[config.mk]
export PLATFORM = sky130hd
export DESIGN_NAME = hdlc_tx_framer
export DESIGN_NICKNAME = d
export VERILOG_FILES = /design/src/rtl/hdlc_tx_pkg.sv /design/src/rtl/hdlc_tx_fcs.sv /design/src/rtl/hdlc_tx_scrambler.sv /design/src/rtl/hdlc_tx_framer.sv
export SDC_FILE = /design/constraint.sdc
export NUM_CORES = 1
export LEC_CHECK = 0
export ABC_AREA = 1
export CORE_UTILIZATION = 53
export CTS_CLUSTER_SIZE = 30
export DETAILED_ROUTE_END_ITERATION = 8
export DONT_BUFFER_PORTS = 1
export PLACE_DENSITY = 0.79
export SETUP_SLACK_MARGIN = 0.2
export SYNTH_ARGS = -nofsm -noshare
export SYNTH_HDL_FRONTEND = slang
export SYNTH_HIERARCHICAL = 1
export SYNTH_SLANG_ARGS = --single-unit
[constraint.sdc]
create_clock -name clk -period 4.73 [get_ports clk]
set_input_delay 0.2365 -clock clk [delete_from_list [all_inputs] [get_ports clk]]
set_output_delay 0.2365 -clock clk [all_outputs]
set_load 0.005 [all_outputs]
[src/rtl/hdlc_tx_pkg.sv]
package hdlc_tx_pkg;

   typedef enum logic [2:0] {
      U_FILL  = 3'd0,
      U_OPEN  = 3'd1,
      U_DATA  = 3'd2,
      U_FCS   = 3'd3,
      U_CLOSE = 3'd4
   } unit_e;

   typedef struct packed {
      logic short_fcs;
      logic add_fcs;
      logic scr_en;
      logic lsb_first;
   } cfg_t;

   localparam logic [7:0] FLAG_OCTET = 8'h7E;

   function automatic cfg_t derive_cfg(input logic fcs_off, input logic fcs16,
                                       input logic scr_off, input logic lsb,
                                       input logic compat);
      cfg_t c;
      c.short_fcs = fcs16 & ~compat;
      c.add_fcs   = ~fcs_off | compat;
      c.scr_en    = ~scr_off;
      c.lsb_first = lsb;
      return c;
   endfunction

endpackage

[src/rtl/hdlc_tx_fcs.sv]
module hdlc_tx_fcs #(
   parameter int          W    = 32,
   parameter logic [W-1:0] POLY = '1
) (
   input  logic         clk,
   input  logic         rst_n,
   input  logic         init,
   input  logic         shift,
   input  logic         din,
   output logic [W-1:0] crc_nxt
);
   logic [W-1:0] crc_q;

   if (W < 8) begin : g_bad_w
      $error("hdlc_tx_fcs: W must be at least 8");
   end

   always_comb begin
      crc_nxt = crc_q;
      if (shift) begin
         crc_nxt = {1'b0, crc_q[W-1:1]} ^ ((crc_q[0] ^ din) ? POLY : '0);
      end
   end

   always_ff @(posedge clk or negedge rst_n) begin
      if (!rst_n)    crc_q <= '1;
      else if (init) crc_q <= '1;
      else           crc_q <= crc_nxt;
   end
endmodule

[src/rtl/hdlc_tx_scrambler.sv]
module hdlc_tx_scrambler #(
   parameter int LAG = 43
) (
   input  logic clk,
   input  logic rst_n,
   input  logic enable,
   input  logic din,
   output logic dout
);
   logic [LAG-1:0] hist_q;

   if (LAG < 2) begin : g_bad_lag
      $error("hdlc_tx_scrambler: LAG must be at least 2");
   end

   assign dout = enable ? (din ^ hist_q[LAG-1]) : din;

   always_ff @(posedge clk or negedge rst_n) begin
      if (!rst_n) hist_q <= '0;
      else        hist_q <= {hist_q[LAG-2:0], dout};
   end
endmodule

[src/rtl/hdlc_tx_framer.sv]
module hdlc_tx_framer
   import hdlc_tx_pkg::*;
#(
   parameter int          BYTE_W      = 8,
   parameter int          SCR_LAG     = 43,
   parameter int          FCS_LONG_W  = 32,
   parameter int          FCS_SHORT_W = 16,
   parameter logic [31:0] POLY_LONG   = 32'hEDB88320,
   parameter logic [15:0] POLY_SHORT  = 16'h8408,
   parameter int          STUFF_RUN   = 5
) (
   input  logic              clk,
   input  logic              rst_n,
   input  logic              cfg_fcs_off,
   input  logic              cfg_fcs16,
   input  logic              cfg_fill_ones,
   input  logic              cfg_scr_off,
   input  logic              cfg_lsb_first,
   input  logic              cfg_compat,
   input  logic              cfg_byte_sync,
   input  logic              err_req,
   input  logic [BYTE_W-1:0] s_data,
   input  logic              s_valid,
   input  logic              s_last,
   output logic              s_ready,
   output logic              tx_bit
);
   localparam int SH_W  = FCS_LONG_W;
   localparam int CNT_W = $clog2(SH_W + 1);
   localparam int RUN_W = $clog2(STUFF_RUN + 1);

   if (BYTE_W != 8) begin : g_bad_byte
      $error("hdlc_tx_framer: BYTE_W must be 8 to match the flag octet");
   end
   if (FCS_SHORT_W >= FCS_LONG_W || FCS_LONG_W != 32 || FCS_SHORT_W != 16) begin : g_bad_fcs
      $error("hdlc_tx_framer: check-sequence widths must be 16 and 32");
   end
   if (STUFF_RUN < 1) begin : g_bad_run
      $error("hdlc_tx_framer: STUFF_RUN must be positive");
   end

   unit_e            kind_q;
   logic [SH_W-1:0]  sh_q;
   logic [CNT_W-1:0] cnt_q;
   logic [RUN_W-1:0] ones_q;
   cfg_t             cfg_q, cfg_live, cfg_use;
   logic             last_q, pend_q, armed_q, tx_q;

   logic stuff, raw_bit, adv, unit_end, fill_ones_live;
   logic frame_start, want_data, take, end_pl, go_fill, go_open, go_fcs, go_close;
   logic [BYTE_W-1:0] data_rev, byte_tx;
   logic [FCS_LONG_W-1:0]  crc_l_nxt;
   logic [FCS_SHORT_W-1:0] crc_s_nxt;
   logic [SH_W-1:0] fcs_word;
   logic tx_next;

   // Bit engine: a pending stuffed zero stalls the shifter for one cycle
   assign stuff    = (ones_q == RUN_W'(STUFF_RUN));
   assign raw_bit  = stuff ? 1'b0 : sh_q[0];
   assign adv      = ~stuff;
   assign unit_end = adv && (cnt_q == CNT_W'(1));

   assign cfg_live       = derive_cfg(cfg_fcs_off, cfg_fcs16, cfg_scr_off, cfg_lsb_first, cfg_compat);
   assign fill_ones_live = cfg_fill_ones & ~cfg_byte_sync & ~cfg_compat;

   always_comb begin
      frame_start = 1'b0;
      want_data   = 1'b0;
      end_pl      = 1'b0;
      go_fill     = 1'b0;
      go_open     = 1'b0;
      go_close    = 1'b0;
      if (unit_end) begin
         unique case (kind_q)
            U_FILL:  if (s_valid) begin frame_start = 1'b1; go_open = 1'b1; end
                     else go_fill = 1'b1;
            U_OPEN:  want_data = 1'b1;
            U_DATA:  if (last_q) end_pl = 1'b1; else want_data = 1'b1;
            U_FCS:   go_close = 1'b1;
            U_CLOSE: if (s_valid) begin frame_start = 1'b1; want_data = 1'b1; end
                     else go_fill = 1'b1;
            default: go_fill = 1'b1;
         endcase
      end
      take = want_data & s_valid;
      if (want_data && !s_valid) end_pl = 1'b1;
      go_fcs = end_pl & cfg_q.add_fcs;
      if (end_pl && !cfg_q.add_fcs) go_close = 1'b1;
   end

   assign s_ready = want_data;
   assign cfg_use = frame_start ? cfg_live : cfg_q;

   for (genvar gi = 0; gi < BYTE_W; gi++) begin : g_rev
      assign data_rev[gi] = s_data[BYTE_W-1-gi];
   end
   assign byte_tx = cfg_use.lsb_first ? s_data : data_rev;

   // Both check-sequence widths run side by side; the snapshot picks one
   hdlc_tx_fcs #(.W(FCS_LONG_W), .POLY(POLY_LONG)) u_fcs_long (
      .clk(clk), .rst_n(rst_n), .init(frame_start),
      .shift(adv && kind_q == U_DATA), .din(raw_bit), .crc_nxt(crc_l_nxt));

   hdlc_tx_fcs #(.W(FCS_SHORT_W), .POLY(POLY_SHORT)) u_fcs_short (
      .clk(clk), .rst_n(rst_n), .init(frame_start),
      .shift(adv && kind_q == U_DATA), .din(raw_bit), .crc_nxt(crc_s_nxt));

   always_comb begin
      if (cfg_q.short_fcs) fcs_word = {{(SH_W-FCS_SHORT_W){1'b0}}, ~crc_s_nxt};
      else                 fcs_word = ~crc_l_nxt;
      fcs_word[0] = fcs_word[0] ^ armed_q;
   end

   hdlc_tx_scrambler #(.LAG(SCR_LAG)) u_scr (
      .clk(clk), .rst_n(rst_n), .enable(cfg_q.scr_en), .din(raw_bit), .dout(tx_next));

   always_ff @(posedge clk or negedge rst_n) begin
      if (!rst_n) begin
         kind_q  <= U_FILL;
         sh_q    <= {{(SH_W-BYTE_W){1'b0}}, FLAG_OCTET};
         cnt_q   <= CNT_W'(BYTE_W);
         ones_q  <= '0;
         cfg_q   <= '0;
         last_q  <= 1'b0;
         pend_q  <= 1'b0;
         armed_q <= 1'b0;
         tx_q    <= 1'b1;
      end else begin
         tx_q <= tx_next;
         if (stuff)                                   ones_q <= '0;
         else if (kind_q == U_DATA || kind_q == U_FCS) ones_q <= raw_bit ? ones_q + RUN_W'(1) : '0;
         else                                         ones_q <= '0;

         if (err_req)          pend_q <= 1'b1;
         else if (frame_start) pend_q <= 1'b0;
         if (frame_start) begin
            armed_q <= pend_q;
            cfg_q   <= cfg_live;
         end

         if (adv) begin
            sh_q  <= sh_q >> 1;
            cnt_q <= cnt_q - CNT_W'(1);
         end
         if (go_fill) begin
            kind_q <= U_FILL;
            cfg_q  <= cfg_live;
            sh_q   <= fill_ones_live ? {{(SH_W-BYTE_W){1'b0}}, {BYTE_W{1'b1}}}
                                     : {{(SH_W-BYTE_W){1'b0}}, FLAG_OCTET};
            cnt_q  <= CNT_W'(BYTE_W);
         end else if (go_open || go_close) begin
            kind_q <= go_open ? U_OPEN : U_CLOSE;
            sh_q   <= {{(SH_W-BYTE_W){1'b0}}, FLAG_OCTET};
            cnt_q  <= CNT_W'(BYTE_W);
         end else if (take) begin
            kind_q <= U_DATA;
            sh_q   <= {{(SH_W-BYTE_W){1'b0}}, byte_tx};
            cnt_q  <= CNT_W'(BYTE_W);
            last_q <= s_last;
         end else if (go_fcs) begin
            kind_q <= U_FCS;
            sh_q   <= fcs_word;
            cnt_q  <= cfg_q.short_fcs ? CNT_W'(FCS_SHORT_W) : CNT_W'(FCS_LONG_W);
         end
      end
   end

   assign tx_bit = tx_q;
endmodule

Word-level counts from Yosys, hierarchy flattened
Index checks and enable logic that the tools add are counted.

cells by class
  $add $sub $neg = 2
  eq/ne operators = 7
  reductions and logical operators = 15
  bitwise gates (word level) = 21
  muxes and demuxes = 52

operators by type and width
  operator               number
  $mux W32               9
  $mux W16               3
  $mux W6                6
  $not A32 Y32           1
  $xor A31 B32 Y32       1
  $mux W3                8
  $mux W1                20
  $mux W8                2
  $not A16 Y16           1
  $xor A15 B16 Y16       1
  $mux W4                2
  $not A1 Y1             7
  $eq A3 B2 Y1 const B   2
  $eq A3 B3 Y1 const B   2
  $eq A6 B1 Y1 const B   1
  $sub A6 B1 Y6 const B  1
  $and A1 B1 Y1          5
  $ne A5 B1 Y1 const B   1
  $logic_and A1 B1 Y1    4
  $reduce_bool A2 Y1     2
  $reduce_bool A4 Y1     1
  $xor A1 B1 Y1          4
  $add A3 B1 Y3 const B  1
  $eq A3 B1 Y1 const B   1
  9 further kinds        11

word-level totals
  flip-flop bits (word level) = 143
  output and inout bits = 2
  input port bits = 20
  word-level logic and storage cells = 112

Longest topological paths before layout
  depth in word-level cells = 13
  mapped depth = 18
  mapped depth without buffers = 18

By module
The synthesis kept the hierarchy.

by module, submodules not included
  module                      sequential area each (um2)  area each (um2)  cells an instance  instances
  hdlc_tx_framer              1311.3                      3159.3           449                1
  hdlc_tx_fcs at u_fcs_long   840.8                       1606.5           211                1
  hdlc_tx_scrambler           1076.0                      1099.8           49                 1
  hdlc_tx_fcs at u_fcs_short  420.4                       809.5            95                 1

Least setup slack after synthesis
Ideal clock, no wire load.

  path type = register to register
  start point = reg ones_q[0]
  end point = reg sh_q[7]
  path slack = 1.798 ns
  cell stages (with the launch flop) = 17
  buffers on the path = 3
  setup time = 0.117 ns
  required time = 4.613 ns
  data arrival time = 2.816 ns
  period minus slack after synthesis = 2.932 ns
  path through = dfrtp_1 -> ha_1 -> nand2_2 -> clkinv_1 -> clkbuf_1 -> nor4_1 -> buf_2 -> buf_2 -> nand2_1 -> nand2_1 -> mux2i_1 -> nand3_1 -> nand3_1 -> nand2_1 -> nand2_1 -> nand2_1 -> nand2_1

on the way
  elaborated cells on any way between the ends = 29
  classes of those cells = eq/ne: 2; mux: 17; bitwise: 5; reduce/logical: 5

RTL lines
  what                    RTL line               source
  from (decl)             hdlc_tx_framer.sv:45   logic [RUN_W-1:0] ones_q;
  from (signal assigned)  hdlc_tx_framer.sv:131  else if (kind_q == U_DATA || kind_q == U_FCS) ones_q <= raw_bit ? ones_q + RUN_W'(1) : '0;
  $eq A3 B3 Y1            hdlc_tx_framer.sv:58   assign stuff = (ones_q == RUN_W'(STUFF_RUN));
  $not A1 Y1              hdlc_tx_framer.sv:60   assign adv = ~stuff;
  $logic_and A1 B1 Y1     hdlc_tx_framer.sv:102  .shift(adv && kind_q == U_DATA), .din(raw_bit), .crc_nxt(crc_l_nxt));
  $mux W32                hdlc_tx_fcs.sv:20      if (shift) begin
  via crc_l_nxt[7]        hdlc_tx_framer.sv:52   logic [FCS_LONG_W-1:0] crc_l_nxt;
  $not A32 Y32            hdlc_tx_framer.sv:110  else fcs_word = ~crc_l_nxt;
  $mux W32                hdlc_tx_framer.sv:109  if (cfg_q.short_fcs) fcs_word = {{(SH_W-FCS_SHORT_W){1'b0}}, ~crc_s_nxt};
  $mux W32                hdlc_tx_framer.sv:160  end else if (go_fcs) begin
  $mux W32                hdlc_tx_framer.sv:155  end else if (take) begin
  $mux W32                hdlc_tx_framer.sv:151  end else if (go_open || go_close) begin
  $mux W32                hdlc_tx_framer.sv:145  if (go_fill) begin
  to (signal assigned)    hdlc_tx_framer.sv:153  sh_q <= {{(SH_W-BYTE_W){1'b0}}, FLAG_OCTET};
  to (signal assigned)    hdlc_tx_framer.sv:157  sh_q <= {{(SH_W-BYTE_W){1'b0}}, byte_tx};
  to (signal assigned)    hdlc_tx_framer.sv:162  sh_q <= fcs_word;
  to (decl)               hdlc_tx_framer.sv:43   logic [SH_W-1:0] sh_q;

The timed path passes the listed nets, and every way through them passes these cells. The select of a mux whose other input is x is not followed.
A chain may end at the register's enable or synchronous reset.

Worst setup path in the final report
  start point = reg ones_q[0]
  end point = reg u_fcs_long.crc_q[7]

on the way
  longest elaborated chain between the ends = 5
  elaborated cells on any way between the ends = 7
  classes of those cells = eq/ne: 1; mux: 3; bitwise: 1; reduce/logical: 2

RTL lines
  what                  RTL line              source
  $eq A3 B3 Y1          hdlc_tx_framer.sv:58
  $not A1 Y1            hdlc_tx_framer.sv:60
  $logic_and A1 B1 Y1   hdlc_tx_framer.sv:61  assign unit_end = adv && (cnt_q == CNT_W'(1));
  $mux W1               hdlc_tx_framer.sv:73  if (unit_end) begin
  via frame_start       hdlc_tx_framer.sv:50  logic frame_start, want_data, take, end_pl, go_fill, go_open, go_fcs, go_close;
  $mux W32              hdlc_tx_fcs.sv:27     else if (init) crc_q <= '1;
  to (signal assigned)  hdlc_tx_fcs.sv:28     else crc_q <= crc_nxt;
  to (decl)             hdlc_tx_fcs.sv:12     logic [W-1:0] crc_q;

The timed path passes the listed nets, and every way through them passes these cells.

==> run metrics <==
Power Density 357.2 nW/um^2; clk sink count ~140; crit-path max FO 50; clock skew between 0.007 and 0.008 ns; port bufs 0; DRC violations left 0; Die Span X 114.2 um; Peak Freq 303.6 MHz; crit end category flip-flop; largest net degree at the start of global routing 144; Net Sw Frac 0.2013; Final Hold Fails 0; WS Path Type reg2reg; commonest non-fill, non-tap cells in the layout nand2_1, dfrtp_1, inv_1; Ports 22; H-Tree Depth 4; worst-skew pair later-pin latency around 0.43 ns; initial antenna violation count 0; metal2 WL 6319 um; Max-slew headroom 0.4313; Starting Density 0.5489; GPL Wtd Cong 0.8126; clock buffer depth 2; Num CTS Buffers 17; Area Overhead vs Synth 12.00%; die height 114.2 um; post-synth cell types 40; WP data required around 5.1 ns; Core Box Area 12160 um^2; Vias per Instance 5.121; Pre-antenna DRT Iters 5; max_cap viols 0; sw power between 0.5 and 0.6 mW; Cells after Synth 804; Clock transition at path regs 0.06 ns; FF+latch count, synth 143; Post-Route M1 WL 6716 um; Comb pwr share 0.012; Vias 5034; first-pass GRT wire length 23050 um; crit path DAT ~3.6 ns; Worst Tran Pin Value 0.8530 ns; run status completed; Rows 40; commonest non-fill, non-tap cell in the layout nand2_1; RSZ-0062 raised after global routing false; CTS resizes 0; number of synthesis warnings 6; First DRT Iteration DRCs 429; sequential cell area fraction in the yosys report 0.5466; uppermost layer routed met4; setup violators final 0; Synth area leaders dfrtp_1, dfstp_2, nand2_1; dominant cell type by area after synthesis dfrtp_1; Syn Area/Cell 8.302 um^2; total grt overflow 0; final antenna-violating net count 0; final cycle utilization of the critical path 0.6963; Worst Hold Class in2reg; Total Routing Usage GR 0.2323; final net count 826; DR WL/cell roughly 14 um; CTS tree yes; share of layout cells above drive strength 1 0.1534; Startpoint Class flip-flop; Die ar. 13050 um^2; clock power share 0.529; vias in the first global route between 4000 and 5000; Root Driver clkbuf_16; WHS around 0.018 ns; sequential power share 0.459; Internal 2.133 mW; Static Leak around 3.6 nW; DP HPWL roughly 8800 um; Peak VDD IR ~0.00027 V; Pins Over Slew Limit 0; net count after synthesis 828; length of routed met3 wiring 599 um; Setup TNS 0 ns; Mapped Area 6675 um^2; post-layout min period 3.294 ns; post-synth top area share 0.3261; ant diodes 0; routed wire length 13810 um
==> cell type report <==
cell class                      instances  area [um^2]
Tap cell                              168        210.2
Clock buffer                           20        446.7
Inverter                               78        292.8
Timing Repair Buffer                   10        122.6
Fill cell                            1025         4686
Multi-Input combinational cell        552         2572
Sequential cell                       143         3649
Clock inverter                         12        182.7
==> cell families (layout without fill, tap and decap cells) <==
logic type	after synthesis	after routing	synth area share
simple gates	457	457	0.2962
mux	1	1	0.001500
fa+ha+maj	4	4	0.007498
compound gates	85	85	0.07273
flops	143	143	0.5466
buf+inv	109	120	0.06898
xor+xnor	5	5	0.006562
==> per-stage QoR <==
stage / setup slack [ns] / cell area [um^2] / power, mW / utilization / std cells
after floorplan: 1.798 / 6675 / 1.249 / - / 804
after global placement: 1.548 / 6759 / 1.248 / 0.5558 / 944
after detailed placement: 1.464 / 6759 / 1.249 / 0.5558 / 944
after CTS: 1.415 / 7476 / 2.697 / 0.6147 / 983
after global routing: 1.151 / 7476 / 2.759 / 0.6147 / 983
final: 1.436 / 7476 / 2.670 / 0.6147 / 983
==> final timing paths <==
path | depth (start not counted) | to | slack, ns | startpoint
hold / removal | 3 | cfg_q[3] | 0.02 | cfg_compat
max in group asynchronous | 2 | sh_q[27] | 3.76 | rst_n
setup reg to reg | 9 | u_fcs_long/crc_q[7] | 1.44 | ones_q[0]
min in group asynchronous | 2 | u_scr/hist_q[35] | 0.41 | rst_n
hold reg to reg | 0 | u_scr/hist_q[19] | 0.35 | u_scr/hist_q[18]
setup / recovery | 9 | u_fcs_long/crc_q[7] | 1.44 | ones_q[0]
==> power groups by stage <==
| stage | Clock (mW) | Sequential [mW] | Combinational, mW |
|---|---|---|---|
| floorplan | 0 | 1.25 | 0.00198 |
| global placement | 0 | 1.25 | 0.00208 |
| detailed placement | 0 | 1.25 | 0.00216 |
| CTS | 1.44 | 1.23 | 0.0326 |
| global route | 1.50 | 1.23 | 0.0361 |
| finish | 1.41 | 1.23 | 0.0309 |
==> flip-flops by register name (all words and copies together) (netlist names) <==
name,count
u_scr/hist_q,43
sh_q,32
u_fcs_long/crc_q,32
u_fcs_short/crc_q,16
cnt_q,6
cfg_q,4
kind_q,3
ones_q,3
armed_q,1
last_q,1
pend_q,1
tx_bit,1
==> routing by layer <==
layer  track usage  up-vias
li1              -     2527
met1        0.3291     2385
met2        0.3418      107
met3       0.06564       15
met4       0.08225        0
met5             0        -
==> worst max-delay path, cell delays in order (launching register included) <==
cell,delay (ns)
dfrtp_1,0.40
ha_1,0.22
nand2_2,0.07
buf_4,0.41
nand2_2,0.16
nor2_8,0.29
nand2_1,0.17
inv_1,0.38
clkinv_1,0.74
nand3_1,0.33
==> timing repair <==
item                      in CTS  in global routing
hold endpoints to repair     148                  0
hold buffers                   7                  0
buffers inserted               0                  0
==> synth_stat cells (all sizes together) <==
library cell,count
ha,4
nand2,308
dfstp,56
nor4,1
clkinv,4
inv,74
buf,22
o21bai,1
xnor2,2
nand4,4
or2,11
clkbuf,9
mux2i,1
o22ai,7
xor2,3
nor2,59
o21ai,68
dfrtp,87
a21oi,5
nand3,65
nor3,1
a22oi,3
nand3b,8
a211oi,1
Note: power is estimated with default switching activity, not from simulation.
